==> config.mk <==
export PLATFORM = sky130hd
export DESIGN_NAME = wdt_core
export DESIGN_NICKNAME = d
export VERILOG_FILES = /design/src/rtl/wdt_pkg.sv /design/src/rtl/wdt_countdown.sv /design/src/rtl/wdt_regs.sv /design/src/rtl/wdt_fire.sv /design/src/rtl/wdt_core.sv
export SDC_FILE = /design/constraint.sdc
export NUM_CORES = 1
export LEC_CHECK = 0
export CAP_MARGIN = 20
export CELL_PAD_IN_SITES_DETAIL_PLACEMENT = 0
export CELL_PAD_IN_SITES_GLOBAL_PLACEMENT = 1
export CORE_UTILIZATION = 41
export DETAILED_ROUTE_END_ITERATION = 10
export PLACE_DENSITY = 0.95
export SYNTH_ARGS = -nofsm -noshare
export SYNTH_HDL_FRONTEND = slang
export SYNTH_SLANG_ARGS = --single-unit
==> constraint.sdc <==
create_clock -name clk -period 3 [get_ports clk]
set_input_delay 0.6 -clock clk [delete_from_list [all_inputs] [get_ports clk]]
set_output_delay 0.6 -clock clk [all_outputs]
set_load 0.05 [all_outputs]
==> src/rtl/wdt_pkg.sv <==
package wdt_pkg;

  typedef enum logic [1:0] {
    FIRE_NONE  = 2'd0,
    FIRE_IRQ   = 2'd1,
    FIRE_RESET = 2'd2
  } fire_e;

  // Choose the time-out action from the expiry strobe and the steering bit.
  function automatic fire_e pick_fire(input logic expire, input logic steer);
    if (!expire)    return FIRE_NONE;
    else if (steer) return FIRE_RESET;
    else            return FIRE_IRQ;
  endfunction

endpackage

==> src/rtl/wdt_countdown.sv <==
module wdt_countdown #(
  parameter int MULT_W = 5,
  parameter int RES_W  = 2,
  parameter int CNT_W  = 11
) (
  input  logic              clk,
  input  logic              rst,
  input  logic              load,
  input  logic [MULT_W-1:0] ld_mult,
  input  logic [RES_W-1:0]  ld_res,
  input  logic              tick,
  output logic              expire
);
  localparam int NRES = 1 << RES_W;

  logic [CNT_W-1:0] scaled [NRES];
  logic [CNT_W-1:0] load_val;
  logic [CNT_W-1:0] cnt;

  // One pre-shifted multiplier per resolution code (factor 4^code).
  for (genvar g = 0; g < NRES; g++) begin : g_scale
    assign scaled[g] = CNT_W'(ld_mult) << (2 * g);
  end

  assign load_val = scaled[ld_res];

  always_ff @(posedge clk) begin
    if (rst)                          cnt <= '0;
    else if (load)                    cnt <= load_val;
    else if (tick && cnt != '0)       cnt <= cnt - CNT_W'(1);
  end

  // The last tick of a running count ends the period; a reload wins.
  assign expire = tick && !load && (cnt == CNT_W'(1));

  // a countdown that has expired stays stopped until reloaded
  p_stop_after_expire_r10: assert property (@(posedge clk) disable iff (rst)
    expire |=> (cnt == '0));

  // a tick moves a running count down by exactly one
  p_step_one_r3: assert property (@(posedge clk) disable iff (rst)
    (tick && !load && cnt != '0) |=> (cnt == $past(cnt) - CNT_W'(1)));

  // an idle counter never signals expiry
  p_idle_quiet_r9: assert property (@(posedge clk) disable iff (rst)
    (cnt == '0) |-> !expire);

endmodule

==> src/rtl/wdt_regs.sv <==
module wdt_regs #(
  parameter int            ADDR_W    = 13,
  parameter int            DATA_W    = 8,
  parameter logic [12:0]   CFG_ADDR  = 13'h1FF7,
  parameter logic [12:0]   FLAG_ADDR = 13'h1FF0
) (
  input  logic              clk,
  input  logic              rst,
  input  logic              wr,
  input  logic              rd,
  input  logic [ADDR_W-1:0] addr,
  input  logic [DATA_W-1:0] wdata,
  input  logic              expire,
  output logic [DATA_W-1:0] rdata,
  output logic [DATA_W-1:0] cfg,
  output logic [DATA_W-1:0] load_cfg,
  output logic              load,
  output logic              flag
);
  logic hit_cfg, hit_flag, wr_cfg, rd_cfg;

  assign hit_cfg  = (addr == ADDR_W'(CFG_ADDR));
  assign hit_flag = (addr == ADDR_W'(FLAG_ADDR));
  assign wr_cfg   = wr && hit_cfg;
  assign rd_cfg   = rd && hit_cfg && !wr_cfg;

  // A write reloads from the new byte; a servicing read from the stored one.
  assign load     = wr_cfg || rd_cfg;
  assign load_cfg = wr_cfg ? wdata : cfg;

  always_ff @(posedge clk) begin
    if (rst)                          cfg <= '0;
    else if (wr_cfg)                  cfg <= wdata;
    else if (expire && cfg[DATA_W-1]) cfg <= '0;
  end

  // Flag has no bus write path: only time-out sets it, config write clears it.
  always_ff @(posedge clk) begin
    if (rst)         flag <= 1'b0;
    else if (wr_cfg) flag <= 1'b0;
    else if (expire) flag <= 1'b1;
  end

  always_ff @(posedge clk) begin
    if (rst)               rdata <= '0;
    else if (rd && hit_cfg)  rdata <= cfg;
    else if (rd && hit_flag) rdata <= {flag, {(DATA_W-1){1'b0}}};
    else if (rd)             rdata <= '0;
  end

  // writing the configuration leaves the flag clear
  p_write_clears_flag_r4: assert property (@(posedge clk) disable iff (rst)
    (wr && hit_cfg) |=> !flag);

  // a bus write to the flags address never moves the flag
  p_flag_readonly_r8: assert property (@(posedge clk) disable iff (rst)
    (wr && hit_flag && !expire) |=> $stable(flag));

  // a reset-steered time-out wipes the configuration
  p_cfg_wipe_r6: assert property (@(posedge clk) disable iff (rst)
    (expire && cfg[DATA_W-1]) |=> (cfg == '0));

  // an interrupt-steered time-out keeps the configuration
  p_cfg_kept_r5: assert property (@(posedge clk) disable iff (rst)
    (expire && !cfg[DATA_W-1]) |=> $stable(cfg));

endmodule

==> src/rtl/wdt_fire.sv <==
module wdt_fire
  import wdt_pkg::*;
(
  input  logic clk,
  input  logic rst,
  input  logic expire,
  input  logic steer,
  output logic irq_pulse,
  output logic reset_req
);
  fire_e kind;

  assign kind = pick_fire(expire, steer);

  always_ff @(posedge clk) begin
    if (rst) begin
      irq_pulse <= 1'b0;
      reset_req <= 1'b0;
    end else begin
      irq_pulse <= (kind == FIRE_IRQ);
      reset_req <= (kind == FIRE_RESET);
    end
  end

  // each pulse lasts a single cycle and they are exclusive
  p_irq_one_cycle_r11: assert property (@(posedge clk) disable iff (rst)
    irq_pulse |=> !irq_pulse);
  p_rst_one_cycle_r11: assert property (@(posedge clk) disable iff (rst)
    reset_req |=> !reset_req);
  p_exclusive_r11: assert property (@(posedge clk) disable iff (rst)
    !(irq_pulse && reset_req));

endmodule

==> src/rtl/wdt_core.sv <==
module wdt_core #(
  parameter int          ADDR_W    = 13,
  parameter logic [12:0] CFG_ADDR  = 13'h1FF7,
  parameter logic [12:0] FLAG_ADDR = 13'h1FF0,
  parameter int          MULT_W    = 5,
  parameter int          RES_W     = 2,
  localparam int         DATA_W    = MULT_W + RES_W + 1
) (
  input  logic              clk,
  input  logic              rst,
  input  logic              bus_wr,
  input  logic              bus_rd,
  input  logic [ADDR_W-1:0] bus_addr,
  input  logic [DATA_W-1:0] bus_wdata,
  output logic [DATA_W-1:0] bus_rdata,
  input  logic              tick_16hz,
  output logic              irq_pulse,
  output logic              reset_req,
  output logic              timeout_flag
);
  // Widest period: full multiplier shifted by the largest 4^code.
  localparam int CNT_W = MULT_W + 2 * ((1 << RES_W) - 1);

  logic [DATA_W-1:0] cfg, load_cfg;
  logic              load, expire;

  wdt_regs #(
    .ADDR_W   (ADDR_W),
    .DATA_W   (DATA_W),
    .CFG_ADDR (CFG_ADDR),
    .FLAG_ADDR(FLAG_ADDR)
  ) u_regs (
    .clk     (clk),
    .rst     (rst),
    .wr      (bus_wr),
    .rd      (bus_rd),
    .addr    (bus_addr),
    .wdata   (bus_wdata),
    .expire  (expire),
    .rdata   (bus_rdata),
    .cfg     (cfg),
    .load_cfg(load_cfg),
    .load    (load),
    .flag    (timeout_flag)
  );

  wdt_countdown #(
    .MULT_W(MULT_W),
    .RES_W (RES_W),
    .CNT_W (CNT_W)
  ) u_count (
    .clk    (clk),
    .rst    (rst),
    .load   (load),
    .ld_mult(load_cfg[RES_W +: MULT_W]),
    .ld_res (load_cfg[RES_W-1:0]),
    .tick   (tick_16hz),
    .expire (expire)
  );

  wdt_fire u_fire (
    .clk      (clk),
    .rst      (rst),
    .expire   (expire),
    .steer    (cfg[DATA_W-1]),
    .irq_pulse(irq_pulse),
    .reset_req(reset_req)
  );

  // whenever an action pulse is out, the flag is already raised
  p_flag_with_pulse_r4: assert property (@(posedge clk) disable iff (rst)
    (irq_pulse || reset_req) |-> timeout_flag);

endmodule

==> results of run 1 <==
## kinds of logic (layout without fill, tap and decap cells)
group,count (synthesis),after routing
adders and majority gates,3,3
DFF,30,30
xor gates and xnor gates,4,4
and+or+nand+nor,116,116
AOI/OAI and AO/OA,44,44
muxes,11,11
buffers and inverters,17,55
## state kept, by name, summed over array words and instances, names as in the netlist
signal            flops
u_regs.rdata          8
u_regs.cfg            8
u_regs.flag           1
u_fire.reset_req      1
u_count.cnt          11
u_fire.irq_pulse      1
## path summary, 6_finish.rpt
path                         from               to  slack (ns)
hold / removal    u_regs.rdata[7]  u_regs.rdata[7]        0.47
setup / recovery     bus_addr[11]    u_regs.cfg[0]        0.51
setup reg to reg   u_count.cnt[4]   u_count.cnt[7]        1.00
hold reg to reg   u_regs.rdata[7]  u_regs.rdata[7]        0.47
## layout make-up
cell class                      instances  area, sq um
Fill cell                             415         1969
Inverter                                5        18.77
Timing Repair Buffer                   42        405.4
Clock buffer                            7        86.33
Clock inverter                          1        5.005
Sequential cell                        30        600.6
Tap cell                               52        65.06
Multi-Input combinational cell        178         1174
## stage by stage
step	setup WS (ns)	total power, mW
2_1_floorplan	0.8826	1.091
3_3_place_gp	0.2504	1.244
3_5_place_dp	0.2115	1.242
4_1_cts	0.5161	1.583
5_1_grt	0.3843	1.698
6_report	0.5133	1.574
## where the power goes
part / internal, mW / switching, mW / leakage [nW] / total, mW
logic: 0.332 / 0.357 / 0.579 / 0.689
clock network: 0.185 / 0.152 / 0.0482 / 0.337
registers: 0.465 / 0.0833 / 0.244 / 0.549
total: 0.981 / 0.593 / 0.871 / 1.57
## worst reg2reg max path, delay by kind of cell (launching register included)
family | cells | cell delay [ns]
DFF | 1 | 0.36
and+or+nand+nor | 4 | 1.33
AOI/OAI and AO/OA | 1 | 0.20
## cells in the mapped netlist, types with 4 or more instances
master,instances,area (sq um)
mux2i_1,11,110.1
nand2b_1,5,31.28
clkbuf_1,10,37.54
nor2b_1,9,56.30
nand3_1,14,70.07
nor3b_1,4,30.03
dfxtp_1,30,600.6
nor2_1,20,75.07
inv_1,5,18.77
nand2_1,22,82.58
a21oi_1,19,95.09
nor3_1,14,70.07
or2_2,4,25.02
a32oi_1,4,35.03
## routing by layer
metal / vias up / track usage (%) / share of wire, %
met1: 764 / 24.68 / 49
met3: 8 / 5.702 / 4.1
met4: 0 / 7.256 / 1.8
li1: 893 / - / -
met5: - / 0 / 0
met2: 32 / 30.31 / 46
==> results.cfg, run 1 <==
[status]
outcome = finished clean

[floorplan]
dieArea_sq_um = 4761
coreArea_sq_um = 4324
ios = 37
initial_core_util_pct = 42.56
num_rows = 24
dieHeight_um = 69
die_w_um = 69

[routing]
dr.first_iter.drc_count = 81
routed-via-count = 1697
wl_per_cell_um = 13.42
ant_nets = 0
drc = 0
routed_wl_mm = 4.228
viasPerCell = 5.387
dr.pass1.iters = 4

[synth]
async_reset_ff_share_pct = 0
synth_nets = 254
yosysSeqAreaShare_pct = 32.63
synth-xor-area-share_pct = 1.903
syn_area_sq_um = 1841
synth_top_family_by_area = simple AND/OR/NAND/NOR gates
synthSimpleGateAreaFrac_pct = 36.17
synth-compound-area-share_pct = 17.68
ys_seq_elements = 30
synthAdderAreaFrac_pct = 2.039
muxShareOfSynthArea_pct = 5.982
synth-warning-count = 0
syn_area_per_cell_sq_um = 8.180
ys.flop_type = dfxtp_1
synth_edf_count = 0
synthDistinctLibCells = 52
netlist_instances = 225

[grt]
grt_pass1_vias = 1590
antenna_found_initial = 0
grt_max_degree = 22
grt_use_total_pct = 19.24
grt_pass1_wl_mm = 7.355
gr-total-overflow = 0

[place]
port-buffer-count = 36
place_area_sq_um = 2263
dp_cells = 307
post-dp-hpwl_mm = 3.272
gp_congestion = 0.8567

[power]
power_density_nw_per_um2 = 668.5
p_leak_nw = 0.8712
peakVddDrop_v = 0.0002412

[cells_and_area]
fin_util_pct = 54.46
layout.cells.non_filler = 315
nets = 291
antennaDiodeCount = 0
area_delta_synth_final_pct = 27.94
layout_commonest_cell = clkdlybuf4s50_1
fin_area_sq_um = 2355
layout_common_cells = 36 x clkdlybuf4s50_1, 30 x dfxtp_1, 22 x nand2_1
layout-drive-gt1-share_pct = 11.41

[cts]
clockRootBuffer = clkbuf_8
cts_hold_buf = 0
cts-htree-levels = 2
path_clk_slew_ns = 0.06
cts_buffers = 5
cts_tree = built
cts.repair.resized = 0
clkLatencyLatePin_ns = 0.29
postCtsSetupRepairBufs = 0
clock_sinks = 30
clockBufferDepth = 2

[timing]
setup-violations-final = 0
max_slew_margin_pct = 62.29
hold_viol = 0
hold-worst-slack_ns = 0.4672
final_max_slew_viol_count = 0
grt_setup_unrepaired = no
tightest_slew_ns = 0.5614
tns_ns = 0
fmax_ghz = 0.4021
clock_skew_ns = 0.006399
fin_crit_ns = 2.487
period_share_pct = 82.89

[critical_path]
cp_num_buf_inv = 1
cp_slowest_stage_delay_ns = 0.74
worst-path-stages = 6
worst_ep_arrival_time_ns = 2.71
crit_family = simple AND/OR/NAND/NOR gates
ff2ff_path_depth = 5
critPathMaxFanout = 7
crit_chain = clkdlybuf4s50_1 -> nand4_1 -> or4_1 -> o2111ai_2 -> nand3_1 -> a21oi_1
required_ns = 3.22
slowest_stage = or4_1
path_class = input pin to flip-flop
setup.worst_path.end_class = flip-flop
startpoint_type = input pin

[worst_hold_path]
hold_path.class = flip-flop to flip-flop
holdPathStages = 2

[run]
maxCapViolations = 0
Note: power is estimated with default switching activity, not from simulation.
==> inputs of run 2 (changes only) <==
--- a/config.mk
+++ b/config.mk
@@ -8,9 +8,9 @@
 export CAP_MARGIN = 20
 export CELL_PAD_IN_SITES_DETAIL_PLACEMENT = 0
 export CELL_PAD_IN_SITES_GLOBAL_PLACEMENT = 1
-export CORE_UTILIZATION = 41
+export CORE_UTILIZATION = 34
 export DETAILED_ROUTE_END_ITERATION = 10
-export PLACE_DENSITY = 0.95
+export PLACE_DENSITY = 0.87
 export SYNTH_ARGS = -nofsm -noshare
 export SYNTH_HDL_FRONTEND = slang
 export SYNTH_SLANG_ARGS = --single-unit
==> constraint.sdc (replaced) <==
create_clock -name clk -period 2.2 [get_ports clk]
set_input_delay 0.44 -clock clk [delete_from_list [all_inputs] [get_ports clk]]
set_output_delay 0.44 -clock clk [all_outputs]
set_load 0.05 [all_outputs]
==> results.cfg, run 2 (synthesis gave the netlist of run 1 again) <==
[status]
outcome = finished clean

[timing]
period_share_pct = 96.46
fin_ws_ns = 0.07791
final_max_slew_viol_count = 0
tns_ns = 0
fin_crit_ns = 2.122
max_slew_margin_pct = 66.15
setup-violations-final = 0
tightest_slew_ns = 0.5062
clock_skew_ns = 0.006223
fmax_ghz = 0.4712
hold_viol = 0

[power]
peakVddDrop_v = 0.0004077
power_density_nw_per_um2 = 862.3
finalPower_mw = 2.279
p_leak_nw = 1.066

[place]
post-dp-hpwl_mm = 3.807
port-buffer-count = 36
gp_congestion = 0.8216
post-place-ws_ns = -0.2360

[worst_hold_path]
holdPathStages = 2
hold_path.class = flip-flop to flip-flop

[cells_and_area]
antennaDiodeCount = 0
nets = 315
fin_util_pct = 51.09
layout-drive-gt1-share_pct = 20.21
area_delta_synth_final_pct = 43.58
layout_common_cells = 30 x clkdlybuf4s50_1, 30 x dfxtp_1, 28 x buf_4
largest_register_ffs = 11
reg_top3 = u_count.cnt: 11 flops, u_regs.cfg: 8 flops, u_regs.rdata: 8 flops
fillers = 503
regMostFlops = u_count.cnt

[floorplan]
dieArea_sq_um = 5712
die_w_um = 75.58
coreArea_sq_um = 5172
initial_core_util_pct = 35.58
num_rows = 26
dieHeight_um = 75.58
ios = 37

[cts]
cts_buffers = 5
clock_sinks = 30
cts-htree-levels = 2
clkLatencyLatePin_ns = 0.28
clockRootBuffer = clkbuf_8
cts_tree = built
clockBufferDepth = 2
path_clk_slew_ns = 0.07
cts_hold_buf = 0

[critical_path]
startpoint_type = input pin
worst_ep_arrival_time_ns = 2.33
critPathMaxFanout = 6
setup.worst_path.end_class = flip-flop
path_class = input pin to flip-flop
ff2ff_path_depth = 6
required_ns = 2.41

[routing]
dr.first_iter.drc_count = 68
ant_nets = 0
drc = 0
viasPerCell = 5.146
dr.pass1.iters = 4
wl_per_cell_um = 13.93
routed_wl_mm = 4.974
routed-via-count = 1837

[grt]
gr-total-overflow = 0
grt_max_degree = 20
antenna_found_initial = 0
grt_pass1_wl_mm = 8.487
grt_pass1_vias = 1875
grt_use_total_pct = 19.94

[run]
maxCapViolations = 0
[run 2: critical path, stage by stage]
cell,delay (ns)
clkdlybuf4s50_1,0.46
nand4_1,0.12
or4_1,0.53
buf_4,0.19
o21ai_4,0.23
buf_4,0.16
nor2_1,0.04
nor3_1,0.16
[run 2: area by class of cell]
type                       instances  area [sq um]  share of cell area (%)
multi-input combinational        178          1217                   46.07
timing repair buffer              66         608.1                   23.01
sequential                        30         600.6                   22.73
clock buffer                       8         110.1                   4.167
tap                               70         87.58                   3.314
inverter                           5         18.77                  0.7102
[run 2: layer usage]
metal | vias up | global-route usage [%] | part of all wire [%] | wire, um
met5 | - | 0 | 0 | 0
met4 | 0 | 8.642 | 1.7 | 84
met3 | 8 | 5.026 | 4.8 | 238
met2 | 37 | 33.33 | 49 | 2424
met1 | 857 | 24.31 | 45 | 2228
li1 | 935 | - | - | -
[run 2: report_power, final]
part,internal [mW],switching [mW],total [mW],leakage [nW]
Combinational,0.492,0.523,1.02,0.765
Clock,0.316,0.206,0.522,0.0575
Sequential,0.634,0.107,0.742,0.244
[run 2: final timing paths]
kind	slack, ns	endpoint	startpoint
worst max-delay path	0.08	u_count.cnt[4]	bus_addr[11]
worst min-delay path	0.48	u_regs.rdata[7]	u_regs.rdata[7]
worst min register to register	0.48	u_regs.rdata[7]	u_regs.rdata[7]
worst max register to register	0.17	u_count.cnt[4]	u_count.cnt[5]
[run 2: stage by stage]
stage          instances  hold WS, ns  instance area [sq um]
3_3_place_gp         348       0.4573                   2459
4_1_cts              356       0.4778                   2569
2_1_floorplan        225       0.4687                   1841
6_report             357       0.4750                   2643
3_5_place_dp         348       0.4667                   2459
5_1_grt              357       0.4933                   2643
[run 2: timing repair]
item | 4_1_cts | 5_1_grt
endpoints found under the setup margin | 0 | 10
resized for setup | 0 | 14
endpoints found under the hold margin | 0 | 0
setup buffers | 0 | 1
==> inputs of run 3 (changes only) <==
--- a/config.mk
+++ b/config.mk
@@ -8,9 +8,10 @@
 export CAP_MARGIN = 20
 export CELL_PAD_IN_SITES_DETAIL_PLACEMENT = 0
 export CELL_PAD_IN_SITES_GLOBAL_PLACEMENT = 1
-export CORE_UTILIZATION = 34
+export CORE_UTILIZATION = 42
+export CTS_BUF_LIST = sky130_fd_sc_hd__clkbuf_2
 export DETAILED_ROUTE_END_ITERATION = 10
-export PLACE_DENSITY = 0.87
+export PLACE_DENSITY = 0.95
 export SYNTH_ARGS = -nofsm -noshare
 export SYNTH_HDL_FRONTEND = slang
 export SYNTH_SLANG_ARGS = --single-unit
==> constraint.sdc (replaced) <==
create_clock -name clk -period 2.7 [get_ports clk]
set_input_delay 0.54 -clock clk [delete_from_list [all_inputs] [get_ports clk]]
set_output_delay 0.54 -clock clk [all_outputs]
set_load 0.05 [all_outputs]
==> results.cfg, run 3 (synthesis gave the netlist of run 1 again) <==
[floorplan]
die_w_um = 68.20
ios = 37
dieHeight_um = 68.20
num_rows = 23
initial_core_util_pct = 44.72
coreArea_sq_um = 4115
dieArea_sq_um = 4651

[cells_and_area]
fillers = 408
reg_top3 = u_count.cnt: 11 flops, u_regs.cfg: 8 flops, u_regs.rdata: 8 flops
regMostFlops = u_count.cnt
layout_commonest_cell = clkdlybuf4s50_1
nets = 297
layout-drive-gt1-share_pct = 13.38
antennaDiodeCount = 0
fin_util_pct = 57.28
layout_common_cells = 36 x clkdlybuf4s50_1, 30 x dfxtp_1, 22 x nand2_1
area_delta_synth_final_pct = 28.08
largest_register_ffs = 11

[power]
finalPower_mw = 1.637
power_frac_seq_pct = 37.4
switching_power_mw = 0.6593
peakVddDrop_v = 0.0002694
clock_power_share_pct = 13.3
p_comb_share_pct = 49.3
sw_frac_of_total_pct = 40.27
power_density_nw_per_um2 = 694.6
p_leak_nw = 0.8842
intPower_mw = 0.9781

[cts]
clkLatencyLatePin_ns = 0.35
cts_tree = built
postCtsSetupRepairBufs = 0
clockBufferDepth = 2
cts-htree-levels = 2
clockRootBuffer = clkbuf_2
clock_sinks = 30
path_clk_slew_ns = 0.15
cts_hold_buf = 0
cts_buffers = 5
cts.repair.resized = 0

[timing]
final_max_slew_viol_count = 0
fmax_ghz = 0.4304
max_slew_margin_pct = 67.06
tightest_slew_ns = 0.4925
clock_skew_ns = 0.009118
grt_setup_unrepaired = no
period_share_pct = 86.05
fin_crit_ns = 2.323
hold_viol = 0
setup-violations-final = 0

[critical_path]
setup.worst_path.end_class = flip-flop
required_ns = 2.98
ff2ff_path_depth = 5
worst-path-stages = 6
cp_num_buf_inv = 1
reg2reg_slack_ns = 0.67
startpoint_type = input pin
path_class = input pin to flip-flop
crit_family = simple AND/OR/NAND/NOR gates
slowest_stage = or4_1
cp_slowest_stage_delay_ns = 0.73
worst_ep_arrival_time_ns = 2.61
critPathMaxFanout = 5
crit_chain = clkdlybuf4s50_1 -> nand4_1 -> or4_1 -> a21oi_2 -> o21ai_0 -> a41oi_1

[grt]
grt_pass1_wl_mm = 7.693
antenna_found_initial = 0
gr-total-overflow = 0
grt_max_degree = 21
grt_use_total_pct = 22.14
grt_pass1_vias = 1647

[place]
gp_congestion = 0.7953
post-dp-hpwl_mm = 3.557
port-buffer-count = 36

[routing]
routed-via-count = 1780
wl_per_cell_um = 14.34
dr.first_iter.drc_count = 100
ant_nets = 0
drc = 0
routed_wl_mm = 4.573
viasPerCell = 5.580
dr.pass1.iters = 4

[run]
maxCapViolations = 0

[status]
outcome = finished clean

[worst_hold_path]
holdPathStages = 2
hold_path.class = flip-flop to flip-flop
-- run 3: changes by cell type in the layout (fill, tap and decap cells not counted), moves of 2 or more --
cell and change:
clkbuf_2 +6, dlymetal6s2s_1 -6, buf_6 -2, buf_4 -17, clkbuf_8 -8, clkdlybuf4s50_1 +6
-- run 3: tightest hold or removal path, stage by stage (launching register included) --
cell and delay [ns]:
dfxtp_1 0.34, nand2b_1 0.06, a21oi_1 0.05
-- run 3: power groups by stage --
stage | Clock (mW) | Sequential (mW) | Combinational, mW
after global routing | 0.241 | 0.627 | 0.888
after global placement | 0 | 0.618 | 0.798
after CTS | 0.224 | 0.611 | 0.812
after detailed placement | 0 | 0.622 | 0.806
after floorplan | 0 | 0.609 | 0.603
final | 0.218 | 0.612 | 0.807
-- run 3: final cells by class --
type                            count  area, sq um  share of cell area, %
Multi-Input combinational cell    178         1174                  49.79
Inverter                            5        18.77                 0.7962
Timing Repair Buffer               48        462.9                  19.64
Clock buffer                        6        30.03                  1.274
Sequential cell                    30        600.6                  25.48
Tap cell                           50        62.56                  2.654
Clock inverter                      2        8.758                 0.3716
-- run 3: final timing paths --
path / endpoint / startpoint
setup / recovery: u_count.cnt[5] / bus_addr[11]
hold / removal: u_regs.rdata[7] / u_regs.rdata[7]
setup reg to reg: u_count.cnt[7] / u_count.cnt[4]
hold reg to reg: u_regs.rdata[7] / u_regs.rdata[7]
-- run 3: routing by layer --
metal,track usage (%),part of all wire [%]
met3,4.667,4.5
met4,4.688,0.68
met2,38.73,49
met5,0,0
met1,27.63,46
-- run 3: stage by stage --
stage | setup WS [ns] | hold slack (ns) | instance area, sq um | std cells | TNS [ns]
floorplan | 0.6426 | 0.4687 | 1841 | 225 | 0
global placement | 0.02575 | 0.4570 | 2318 | 311 | 0
detailed placement | -0.01157 | 0.4643 | 2318 | 311 | -0.01157
CTS | 0.3640 | 0.4903 | 2357 | 319 | 0
global route | 0.2293 | 0.5060 | 2357 | 319 | 0
finish | 0.3765 | 0.4833 | 2357 | 319 | 0
